### src/rtl/smram_pkg.sv
package smram_pkg;
  typedef enum logic [1:0] {
    ROUTE_PASS = 2'd0,
    ROUTE_RAM  = 2'd1,
    ROUTE_PCI  = 2'd2,
    ROUTE_HOLE = 2'd3
  } route_e;

  localparam int OPEN_BIT = 6;
  localparam int LOCK_BIT = 4;
  localparam int GEN_BIT  = 3;
  localparam int HIGH_BIT = 7;
  localparam int SZ_LO    = 1;
  localparam int TEN_BIT  = 0;

  localparam logic [7:0] CTL_WMASK        = 8'h58;
  localparam logic [7:0] CTL_WMASK_LOCKED = 8'h00;
  localparam logic [7:0] EXT_WMASK        = 8'h87;
  localparam logic [7:0] EXT_WMASK_LOCKED = 8'h00;

  localparam logic [1:0] SEL_CTL  = 2'd0;
  localparam logic [1:0] SEL_EXT  = 2'd1;
  localparam logic [1:0] SEL_WORD = 2'd2;

  localparam logic [31:0] LEGACY_BASE = 32'h000A_0000;
  localparam logic [31:0] WINDOW_SIZE = 32'h0002_0000;
  localparam logic [31:0] HIGH_BASE   = 32'hFEDA_0000;

  typedef struct packed {
    logic        legacyPci;
    logic        highOpen;
    logic        smmLow;
    logic        smmHigh;
    logic [11:0] tsegMb;
  } win_strobe_t;
endpackage

### src/rtl/smram_ctrl.sv
module smram_ctrl
  import smram_pkg::*;
#(
  parameter int WORD_W          = 16,
  parameter int EXT_TSEG_MB     = 16,
  parameter int EXT_TSEG_MAX_MB = 4095
) (
  input  logic              clk,
  input  logic              rstN,
  input  logic              cfgWrEn,
  input  logic [1:0]        cfgAddr,
  input  logic [WORD_W-1:0] cfgWrData,
  output logic [WORD_W-1:0] cfgRdData,
  output win_strobe_t       strobe
);
  localparam int EXT_EFF = (EXT_TSEG_MB <= EXT_TSEG_MAX_MB) ? EXT_TSEG_MB : 0;
  localparam logic [WORD_W-1:0] QUERY    = '1;
  localparam logic [WORD_W-1:0] EXT_WORD = WORD_W'(EXT_EFF);
  localparam logic [WORD_W-1:0] WORD_RST = (EXT_EFF > 0) ? QUERY : '0;

  logic [7:0] ctlReg, extReg;
  logic [WORD_W-1:0] wordReg;
  logic [7:0] ctlMask, extMask, ctlNext, extNext;
  logic locked;

  assign locked  = ctlReg[LOCK_BIT];
  assign ctlMask = locked ? CTL_WMASK_LOCKED : CTL_WMASK;
  assign extMask = locked ? EXT_WMASK_LOCKED : EXT_WMASK;

  always_comb begin
    ctlNext = (ctlReg & ~ctlMask) | (cfgWrData[7:0] & ctlMask);
    if (ctlNext[LOCK_BIT]) ctlNext[OPEN_BIT] = 1'b0;
    extNext = (extReg & ~extMask) | (cfgWrData[7:0] & extMask);
  end

  always_ff @(posedge clk) begin
    if (!rstN) begin
      ctlReg  <= '0;
      extReg  <= '0;
      wordReg <= WORD_RST;
    end else if (cfgWrEn) begin
      case (cfgAddr)
        SEL_CTL:  ctlReg <= ctlNext;
        SEL_EXT:  extReg <= extNext;
        SEL_WORD: wordReg <= ((EXT_EFF > 0) && (cfgWrData == QUERY)) ? EXT_WORD : cfgWrData;
        default: ;
      endcase
    end
  end

  always_comb begin
    case (cfgAddr)
      SEL_CTL:  cfgRdData = WORD_W'(ctlReg);
      SEL_EXT:  cfgRdData = WORD_W'(extReg);
      SEL_WORD: cfgRdData = wordReg;
      default:  cfgRdData = '0;
    endcase
  end

  always_comb begin
    strobe.legacyPci = !ctlReg[OPEN_BIT] || extReg[HIGH_BIT];
    strobe.highOpen  = ctlReg[OPEN_BIT] && extReg[HIGH_BIT];
    strobe.smmLow    = ctlReg[GEN_BIT] && !extReg[HIGH_BIT];
    strobe.smmHigh   = ctlReg[GEN_BIT] && extReg[HIGH_BIT];
    if (!extReg[TEN_BIT]) strobe.tsegMb = '0;
    else begin
      case (extReg[SZ_LO +: 2])
        2'd0:    strobe.tsegMb = 12'd1;
        2'd1:    strobe.tsegMb = 12'd2;
        2'd2:    strobe.tsegMb = 12'd8;
        default: strobe.tsegMb = 12'(EXT_EFF);
      endcase
    end
  end

  // lock is sticky until reset
  assert_lock_sticky_R3: assert property (@(posedge clk) disable iff (!rstN)
    ctlReg[LOCK_BIT] |=> ctlReg[LOCK_BIT]);
  // a locked configuration never has the open bit set
  assert_lock_closed_R3: assert property (@(posedge clk) disable iff (!rstN)
    ctlReg[LOCK_BIT] |-> !ctlReg[OPEN_BIT]);
  // both control bytes are frozen once locked
  assert_lock_frozen_R3: assert property (@(posedge clk) disable iff (!rstN)
    ctlReg[LOCK_BIT] |=> ($stable(ctlReg) && $stable(extReg)));
  // a query write is answered with the configured size
  assert_query_reply_R9: assert property (@(posedge clk) disable iff (!rstN)
    (cfgWrEn && cfgAddr == SEL_WORD && cfgWrData == QUERY && EXT_EFF > 0)
      |=> (cfgAddr != SEL_WORD || cfgRdData == EXT_WORD));
endmodule

### src/rtl/smram_decode.sv
module smram_decode
  import smram_pkg::*;
#(
  parameter int              ADDR_W      = 32,
  parameter logic [ADDR_W-1:0] TOP_LOW_RAM = 32'h8000_0000
) (
  input  logic              clk,
  input  logic              rstN,
  input  win_strobe_t       strobe,
  input  logic [ADDR_W-1:0] accAddr,
  input  logic              accSmm,
  output logic [1:0]        accRoute,
  output logic [ADDR_W-1:0] ramAddr
);
  localparam logic [ADDR_W-1:0] LEG_LO  = ADDR_W'(LEGACY_BASE);
  localparam logic [ADDR_W-1:0] LEG_HI  = ADDR_W'(LEGACY_BASE + WINDOW_SIZE);
  localparam logic [ADDR_W-1:0] HIGH_LO = ADDR_W'(HIGH_BASE);
  localparam logic [ADDR_W-1:0] HIGH_HI = ADDR_W'(HIGH_BASE + WINDOW_SIZE);

  logic [ADDR_W-1:0] tsegBytes, tsegBase, highMapped;
  logic inLegacy, inHigh, inTseg;
  route_e route;

  assign tsegBytes  = ADDR_W'(strobe.tsegMb) << 20;
  assign tsegBase   = TOP_LOW_RAM - tsegBytes;
  assign inLegacy   = (accAddr >= LEG_LO) && (accAddr < LEG_HI);
  assign inHigh     = (accAddr >= HIGH_LO) && (accAddr < HIGH_HI);
  assign inTseg     = (strobe.tsegMb != '0) && (accAddr >= tsegBase) && (accAddr < TOP_LOW_RAM);
  assign highMapped = accAddr - HIGH_LO + LEG_LO;

  always_comb begin
    route   = ROUTE_PASS;
    ramAddr = accAddr;
    if (accSmm && strobe.smmLow && inLegacy) begin
      route = ROUTE_RAM;
    end else if (accSmm && strobe.smmHigh && inHigh) begin
      route   = ROUTE_RAM;
      ramAddr = highMapped;
    end else if (inTseg) begin
      route = accSmm ? ROUTE_RAM : ROUTE_HOLE;
    end else if (inLegacy) begin
      route = strobe.legacyPci ? ROUTE_PCI : ROUTE_RAM;
    end else if (inHigh && strobe.highOpen) begin
      route   = ROUTE_RAM;
      ramAddr = highMapped;
    end
  end

  assign accRoute = route;

  // the discard hole is never seen by system-management accesses
  assert_hole_normal_only_R8: assert property (@(posedge clk) disable iff (!rstN)
    (accRoute == ROUTE_HOLE) |-> !accSmm);
  // PCI/video routing only happens inside the legacy window
  assert_pci_in_legacy_R4: assert property (@(posedge clk) disable iff (!rstN)
    (accRoute == ROUTE_PCI) |-> (accAddr >= LEG_LO && accAddr < LEG_HI));
  // a pass route leaves the address untouched
  assert_pass_addr_R5: assert property (@(posedge clk) disable iff (!rstN)
    (accRoute == ROUTE_PASS) |-> (ramAddr == accAddr));
endmodule

### src/rtl/smram_guard.sv
module smram_guard
  import smram_pkg::*;
#(
  parameter int                ADDR_W          = 32,
  parameter int                WORD_W          = 16,
  parameter logic [ADDR_W-1:0] TOP_LOW_RAM     = 32'h8000_0000,
  parameter int                EXT_TSEG_MB     = 16,
  parameter int                EXT_TSEG_MAX_MB = 4095
) (
  input  logic              clk,
  input  logic              rstN,
  input  logic              cfgWrEn,
  input  logic [1:0]        cfgAddr,
  input  logic [WORD_W-1:0] cfgWrData,
  output logic [WORD_W-1:0] cfgRdData,
  input  logic [ADDR_W-1:0] accAddr,
  input  logic              accSmm,
  output logic [1:0]        accRoute,
  output logic [ADDR_W-1:0] ramAddr
);
  win_strobe_t strobe;

  smram_ctrl #(
    .WORD_W(WORD_W), .EXT_TSEG_MB(EXT_TSEG_MB), .EXT_TSEG_MAX_MB(EXT_TSEG_MAX_MB)
  ) ctrl_i (
    .clk(clk), .rstN(rstN), .cfgWrEn(cfgWrEn), .cfgAddr(cfgAddr),
    .cfgWrData(cfgWrData), .cfgRdData(cfgRdData), .strobe(strobe)
  );

  smram_decode #(
    .ADDR_W(ADDR_W), .TOP_LOW_RAM(TOP_LOW_RAM)
  ) decode_i (
    .clk(clk), .rstN(rstN), .strobe(strobe), .accAddr(accAddr),
    .accSmm(accSmm), .accRoute(accRoute), .ramAddr(ramAddr)
  );
endmodule

### config.mk
export PLATFORM = sky130hd
export DESIGN_NAME = smram_guard
export DESIGN_NICKNAME = d
export VERILOG_FILES = /design/src/rtl/smram_pkg.sv /design/src/rtl/smram_ctrl.sv /design/src/rtl/smram_decode.sv /design/src/rtl/smram_guard.sv
export SDC_FILE = /design/constraint.sdc
export NUM_CORES = 1
export LEC_CHECK = 0
export ABC_AREA = 0
export BUFFER_PORTS_ARGS = -buffer_cell sky130_fd_sc_hd__buf_2
export CORE_MARGIN = 2
export CORE_UTILIZATION = 51
export CTS_CLUSTER_DIAMETER = 50
export DETAILED_ROUTE_END_ITERATION = 7
export PLACE_DENSITY_LB_ADDON = 0.2
export SLEW_MARGIN = 40
export SYNTH_ARGS = -nofsm -noshare
export SYNTH_HDL_FRONTEND = slang
export SYNTH_HIERARCHICAL = 1
export SYNTH_SLANG_ARGS = --single-unit
### constraint.sdc
create_clock -name clk -period 8.3 [get_ports clk]
set_input_delay 1.66 -clock clk [delete_from_list [all_inputs] [get_ports clk]]
set_output_delay 1.66 -clock clk [all_outputs]
set_load 0.1 [all_outputs]
==> results of run 1 <==
layer usage:
layer  wire (um)  part of all wire
met2        2490              0.47
met1        2420              0.45
met4          29            0.0055
met3         381             0.072
met5           0                 0
cells in the final DEF (no fill, tap or decap), types with 7 or more instances in the layout:
master	instances
buf_2	103
nand2_1	40
dfxtp_1	23
and2_1	20
o211ai_1	16
ha_1	16
nor2_1	15
nor2b_1	9
mux2i_1	8
nand4_1	8
conb_1	8
inv_1	8
nor4_1	8
xor2_1	7
logic make-up after synthesis:
kind of cell	after synthesis
buf+inv	46
xor+xnor	11
mux	8
simple gates	133
fa+ha+maj	16
compound gates	46
flops	23
other cells	1
power by group through the flow:
| stage | Clock [mW] | Sequential [mW] | Combinational [mW] |
|---|---|---|---|
| final | 0.0689 | 0.119 | 0.189 |
| after global routing | 0.0747 | 0.119 | 0.200 |
| after CTS | 0.0703 | 0.119 | 0.189 |
| after detailed placement | 0 | 0.121 | 0.188 |
| after global placement | 0 | 0.121 | 0.187 |
| after floorplan | 0 | 0.120 | 0.160 |
worst reg2reg max path, cell delays in order, from the launching register on:
cell     delay [ns]
dfxtp_1        0.36
nor4b_1        0.40
mux2i_1        0.23
nor2b_1        0.06
worst paths after layout:
path                                   start                              end  slack (ns)
min reg2reg  ctrl_i/wordReg[10]$_SDFFE_PN1P_  ctrl_i/wordReg[10]$_SDFFE_PN1P_        0.48
min          ctrl_i/wordReg[10]$_SDFFE_PN1P_  ctrl_i/wordReg[10]$_SDFFE_PN1P_        0.48
max reg2reg    ctrl_i/ctlReg[4]$_SDFFE_PN0P_                         register        7.16
max                                 register                      accRoute[1]        2.37
layout make-up:
class                   count  area [sq um]
fillers                   401          1670
multi-input cells         222          1500
repair buffers            104           523
flip-flops and latches     23           460
well taps                  52          65.1
clock buffers               4          45.0
inverters                   8          30.0
==> impl_metrics.env, run 1 <==
export IMPL_final_area_sq_um=2630
export IMPL_ys_warn_count=6
export IMPL_final_max_slew_violation_count=0
export IMPL_end_kind="primary output"
export IMPL_vias=2224
export IMPL_portBuffers=103
export IMPL_fin_util=0.612
export IMPL_seqPwrFrac=0.315
export IMPL_fmax_ghz=0.169
export IMPL_ys_flop_type="dfxtp_1"
export IMPL_core_area_sq_um=4290
export IMPL_ys_types=47
export IMPL_die_y_um=70.3
export IMPL_routabilityCongestion=0.857
export IMPL_start_kind="register"
export IMPL_die_x_um=70.3
export IMPL_synthAdderAreaFrac=0.0892
export IMPL_hold_violations=0
export IMPL_antenna_left=0
export IMPL_drive_above_1_share=0.316
export IMPL_grt_pass1_wl_um=9010
export IMPL_cts_tree="built"
export IMPL_critical_path_top_delay_family="simple AND/OR/NAND/NOR gates"
export IMPL_nets=432
export IMPL_dp_slack_ns=2.67
export IMPL_layout_cells_non_filler=413
export IMPL_setup_violations=0
export IMPL_r2r_cells=3
export IMPL_h_tree_depth=1
export IMPL_hold_path_class="register to register"
export IMPL_synth_top_area_cell="dfxtp_1"
export IMPL_p_per_area_nw_per_um2=143
export IMPL_antenna_found_initial=0
export IMPL_min_period_over_period=0.715
export IMPL_crit_slowest_cell="nor4b_1"
export IMPL_cts_num_sinks=23
export IMPL_worst_slack_ns=2.37
export IMPL_skew_ns=0.00532
export IMPL_track_usage=0.216
export IMPL_grtUsageMet1=0.269
export IMPL_whs_path_depth=2
export IMPL_combPwrFrac=0.502
export IMPL_path_buf_inv=1
export IMPL_layout_min_cycle_time_ns=5.93
export IMPL_cp_depth=12
export IMPL_rsz0062_at_grt="false"
export IMPL_critical_path_required_ns=6.64
export IMPL_top_usage_layer="met2"
export IMPL_vdd_ir_drop_max_v=0.000111
export IMPL_ys_seq_area_frac=0.205
export IMPL_cpPeakStageDelay_ns=0.54
export IMPL_worstPathArrival_ns=4.27
export IMPL_yosysMostFrequentCell="nand2_1"
export IMPL_routedWlPerCell_um=12.9
export IMPL_synth_area_mux_share=0.0357
export IMPL_synth_edff_count=0
export IMPL_synth_compound_area_frac=0.156
export IMPL_status="finished, final reports clean"
export IMPL_grt_ovfl_total=0
export IMPL_yosys_top_cells_count="nand2_1, buf_4, dfxtp_1"
export IMPL_ys_async_sr_fraction=0
export IMPL_antenna_cells=0
export IMPL_power_internal_mw=0.192
export IMPL_grt_use_met3=0.0274
export IMPL_drc=0
export IMPL_switchingPower_mw=0.185
export IMPL_p_clk_frac=0.183
export IMPL_numCtsBuffers=3
export IMPL_relSlewSlack=0.459
export IMPL_viasPerCell=5.38
export IMPL_gr_usage_met2=0.394
export IMPL_worst_slew_pin_slew_ns=0.805
export IMPL_first_pass_iters=4
export IMPL_swShare=0.490
export IMPL_grt_pass1_vias=2050
export IMPL_p_leak_nw=1.28
export IMPL_drtIter0Drc=93
export IMPL_path_clk_slew_ns=0.08
export IMPL_synth_top_area_share=0.205
export IMPL_synthXorXnorAreaFrac=0.0429
export IMPL_area_delta_synth_final_pct=17.1
export IMPL_cap_violations=0
export IMPL_worstSkewPairLatency_ns=0.26
export IMPL_grt_max_degree=24
export IMPL_clock_path_buffers=2
export IMPL_whs_ns=0.477
export IMPL_synthTopCellsByArea="dfxtp_1, buf_4, ha_1"
export IMPL_post_dp_hpwl_um=4180
export IMPL_initial_core_util=0.522
export IMPL_fin_setup_tns_ns=0
export IMPL_row_count=24
export IMPL_hold_buffers=0
export IMPL_cp_cell_sequence="and3b_1 > nor4_1 > nor4b_1 > nand2_1 > xor2_1 > ha_1 > nand4_1 > or4_1 > o21ai_0 > o32ai_1 > a311oi_1 > buf_2"
export IMPL_place_area_sq_um=2570
export IMPL_synth_top_family_by_area="simple AND/OR/NAND/NOR gates"
export IMPL_io_pins=104
export IMPL_critPathMaxFanout=6
export IMPL_netlist_instances=284
export IMPL_cts_resized=0
export IMPL_avgSynthCellArea_sq_um=7.90
export IMPL_ys_ff_latch=23
export IMPL_cts_root_buf="clkbuf_8"
export IMPL_synth_area_sq_um=2240
export IMPL_critPathKind="register to primary output"
export IMPL_cts_setup_buffers=0
export IMPL_synthSimpleGateAreaFrac=0.332
export IMPL_finalPower_mw=0.377
export IMPL_die_area_sq_um=4950
export IMPL_dp_cells=408
export IMPL_wirelength_um=5320
No activity file was read; power rests on OpenSTA's default activity.
==> inputs of run 2 (changes only) <==
--- a/config.mk
+++ b/config.mk
@@ -5,10 +5,10 @@
 export SDC_FILE = /design/constraint.sdc
 export NUM_CORES = 1
 export LEC_CHECK = 0
-export ABC_AREA = 0
+export ABC_AREA = 1
 export BUFFER_PORTS_ARGS = -buffer_cell sky130_fd_sc_hd__buf_2
 export CORE_MARGIN = 2
-export CORE_UTILIZATION = 51
+export CORE_UTILIZATION = 50
 export CTS_CLUSTER_DIAMETER = 50
 export DETAILED_ROUTE_END_ITERATION = 7
 export PLACE_DENSITY_LB_ADDON = 0.2
==> constraint.sdc (replaced) <==
create_clock -name clk -period 5.9 [get_ports clk]
set_input_delay 1.18 -clock clk [delete_from_list [all_inputs] [get_ports clk]]
set_output_delay 1.18 -clock clk [all_outputs]
set_load 0.1 [all_outputs]
==> impl_metrics.env, run 2 <==
export IMPL_status="finished, final reports clean"
export IMPL_post_dp_hpwl_um=4940
export IMPL_vias=2763
export IMPL_ys_warn_count=6
export IMPL_synth_top_area_share=0.178
export IMPL_dp_slack_ns=1.69
export IMPL_initial_core_util=0.514
export IMPL_die_x_um=76.0
export IMPL_place_area_sq_um=2960
export IMPL_drive_above_1_share=0.242
export IMPL_cap_violations=0
export IMPL_min_period_over_period=0.769
export IMPL_multi_input_area_sq_um=1560
export IMPL_io_pins=104
export IMPL_netlist_instances=446
export IMPL_track_usage=0.203
export IMPL_r2r_start="ctrl_i/ctlReg[4]$_SDFFE_PN0P_"
export IMPL_cts_resized=0
export IMPL_numCtsBuffers=3
export IMPL_row_count=26
export IMPL_nets=596
export IMPL_cts_tree="built"
export IMPL_hp_start="ctrl_i/wordReg[4]$_SDFFE_PN1P_"
export IMPL_routedWlPerCell_um=10.0
export IMPL_die_area_sq_um=5770
export IMPL_final_cell_mix="buf_2, nand2_1, inv_1"
export IMPL_whs_path_depth=2
export IMPL_dp_cells=591
export IMPL_critPathKind="register to primary output"
export IMPL_synthTopCellsByArea="dfxtp_1, nand2_1, inv_1"
export IMPL_critPathMaxFanout=4
export IMPL_ys_seq_area_frac=0.178
export IMPL_grt_max_degree=32
export IMPL_grt_ovfl_total=0
export IMPL_final_max_slew_violation_count=0
export IMPL_skew_ns=0.000369
export IMPL_yosys_top_cells_count="nand2_1, inv_1, nor2_1"
export IMPL_r2r_cells=4
export IMPL_h_tree_depth=1
export IMPL_worst_r2r_setup_slack_ns=4.92
export IMPL_holdPathEnd="ctrl_i/wordReg[4]$_SDFFE_PN1P_"
export IMPL_drc=0
export IMPL_critical_path_required_ns=4.72
export IMPL_avgSynthCellArea_sq_um=5.81
export IMPL_ys_async_sr_fraction=0
export IMPL_start_kind="register"
export IMPL_first_pass_iters=4
export IMPL_wirelength_um=5970
export IMPL_cts_root_buf="clkbuf_8"
export IMPL_ys_ff_latch=23
export IMPL_ys_types=31
export IMPL_fmax_ghz=0.221
export IMPL_vdd_ir_drop_max_v=0.000135
export IMPL_cts_num_sinks=23
export IMPL_drtIter0Drc=106
export IMPL_antenna_left=0
export IMPL_die_y_um=76.0
export IMPL_routabilityCongestion=0.918
export IMPL_layout_min_cycle_time_ns=4.53
export IMPL_yosysMostFrequentCell="nand2_1"
export IMPL_fillCellCount=540
export IMPL_synth_top_area_cell="dfxtp_1"
export IMPL_worstSkewPairLatency_ns=0.26
export IMPL_cts_setup_buffers=0
export IMPL_relSlewSlack=0.655
export IMPL_core_area_sq_um=5040
export IMPL_setup_violations=0
export IMPL_fin_setup_tns_ns=0
export IMPL_worstPathArrival_ns=3.35
export IMPL_ys_flop_type="dfxtp_1"
export IMPL_grt_pass1_vias=2352
export IMPL_hold_violations=0
export IMPL_viasPerCell=4.64
export IMPL_p_per_area_nw_per_um2=183
export IMPL_hold_buffers=0
export IMPL_grt_pass1_wl_um=10000
export IMPL_worst_slack_ns=1.37
export IMPL_synth_area_sq_um=2590
export IMPL_layout_commonest_cell="buf_2"
export IMPL_final_area_sq_um=3000
export IMPL_worst_slew_pin_slew_ns=0.513
export IMPL_register_area_sq_um=460
export IMPL_p_leak_nw=1.75
export IMPL_antenna_found_initial=0
export IMPL_portBuffers=103
export IMPL_synth_edff_count=0
export IMPL_clock_path_buffers=2
export IMPL_rsz0062_at_grt="false"
export IMPL_end_kind="primary output"
export IMPL_path_clk_slew_ns=0.08
export IMPL_layout_cells_non_filler=595
export IMPL_antenna_cells=0
export IMPL_hold_path_class="register to register"
export IMPL_area_delta_synth_final_pct=15.8
## run 2: worst max path at each step
stage                     from           end  cells past startpoint  slack, ns
finish                register   accRoute[1]                     19       1.37
global placement      register   accRoute[1]                     20       1.71
CTS                   register   accRoute[1]                     20       1.39
global route          register   accRoute[1]                     22       0.95
floorplan           cfgAddr[1]  cfgRdData[3]                      3       1.19
detailed placement    register   accRoute[1]                     20       1.69
## run 2: area by class of cell
class,count,area share
multi-input cells,306,0.519
repair buffers,103,0.172
flip-flops and latches,23,0.153
inverters,89,0.111
well taps,70,0.0292
clock buffers,4,0.0150
## run 2: report_power, final
| part | switching [mW] | internal (mW) |
|---|---|---|
| registers | 0.00450 | 0.163 |
| logic | 0.226 | 0.0592 |
| clock network | 0.0491 | 0.0482 |
## run 2: per-layer routing
| layer | share of wire | up-vias | global-route usage |
|---|---|---|---|
| met3 | 0.054 | 2 | 0.0249 |
| met2 | 0.47 | 83 | 0.366 |
| li1 | - | 1490 | - |
| met5 | 0 | - | 0 |
| met1 | 0.47 | 1188 | 0.260 |
| met4 | 0.0042 | 0 | 0.0436 |
## run 2: kinds of logic after synthesis
group           synth area share
compound gates             0.123
xor+xnor                  0.0338
fa+ha+maj                 0.0773
buf+inv                    0.231
flops                      0.178
other cells              0.00145
simple gates               0.356
## run 2: critical path, stage by stage, from the launching register on
cell and delay (ns):
dfxtp_1 0.38, inv_1 0.08, nor3_1 0.45, nor2_1 0.13
nand4_1 0.11, nor2_1 0.06, nand3_1 0.08, xor2_1 0.14
inv_1 0.06, ha_1 0.26, nand2_1 0.07, nor2_1 0.14
and2_1 0.14, nand2_1 0.07, nand2_1 0.07, nor2_1 0.04
nor2_1 0.16, nor2_1 0.06, nor2_1 0.14, buf_2 0.45
## run 2: metrics by stage
stage           util  power, mW  hold slack, ns
6_report       0.595      0.550           0.465
2_1_floorplan      -      0.411           0.429
5_1_grt        0.595      0.581           0.495
3_3_place_gp   0.586      0.454           0.446
3_5_place_dp   0.586      0.456           0.448
4_1_cts        0.595      0.552           0.467
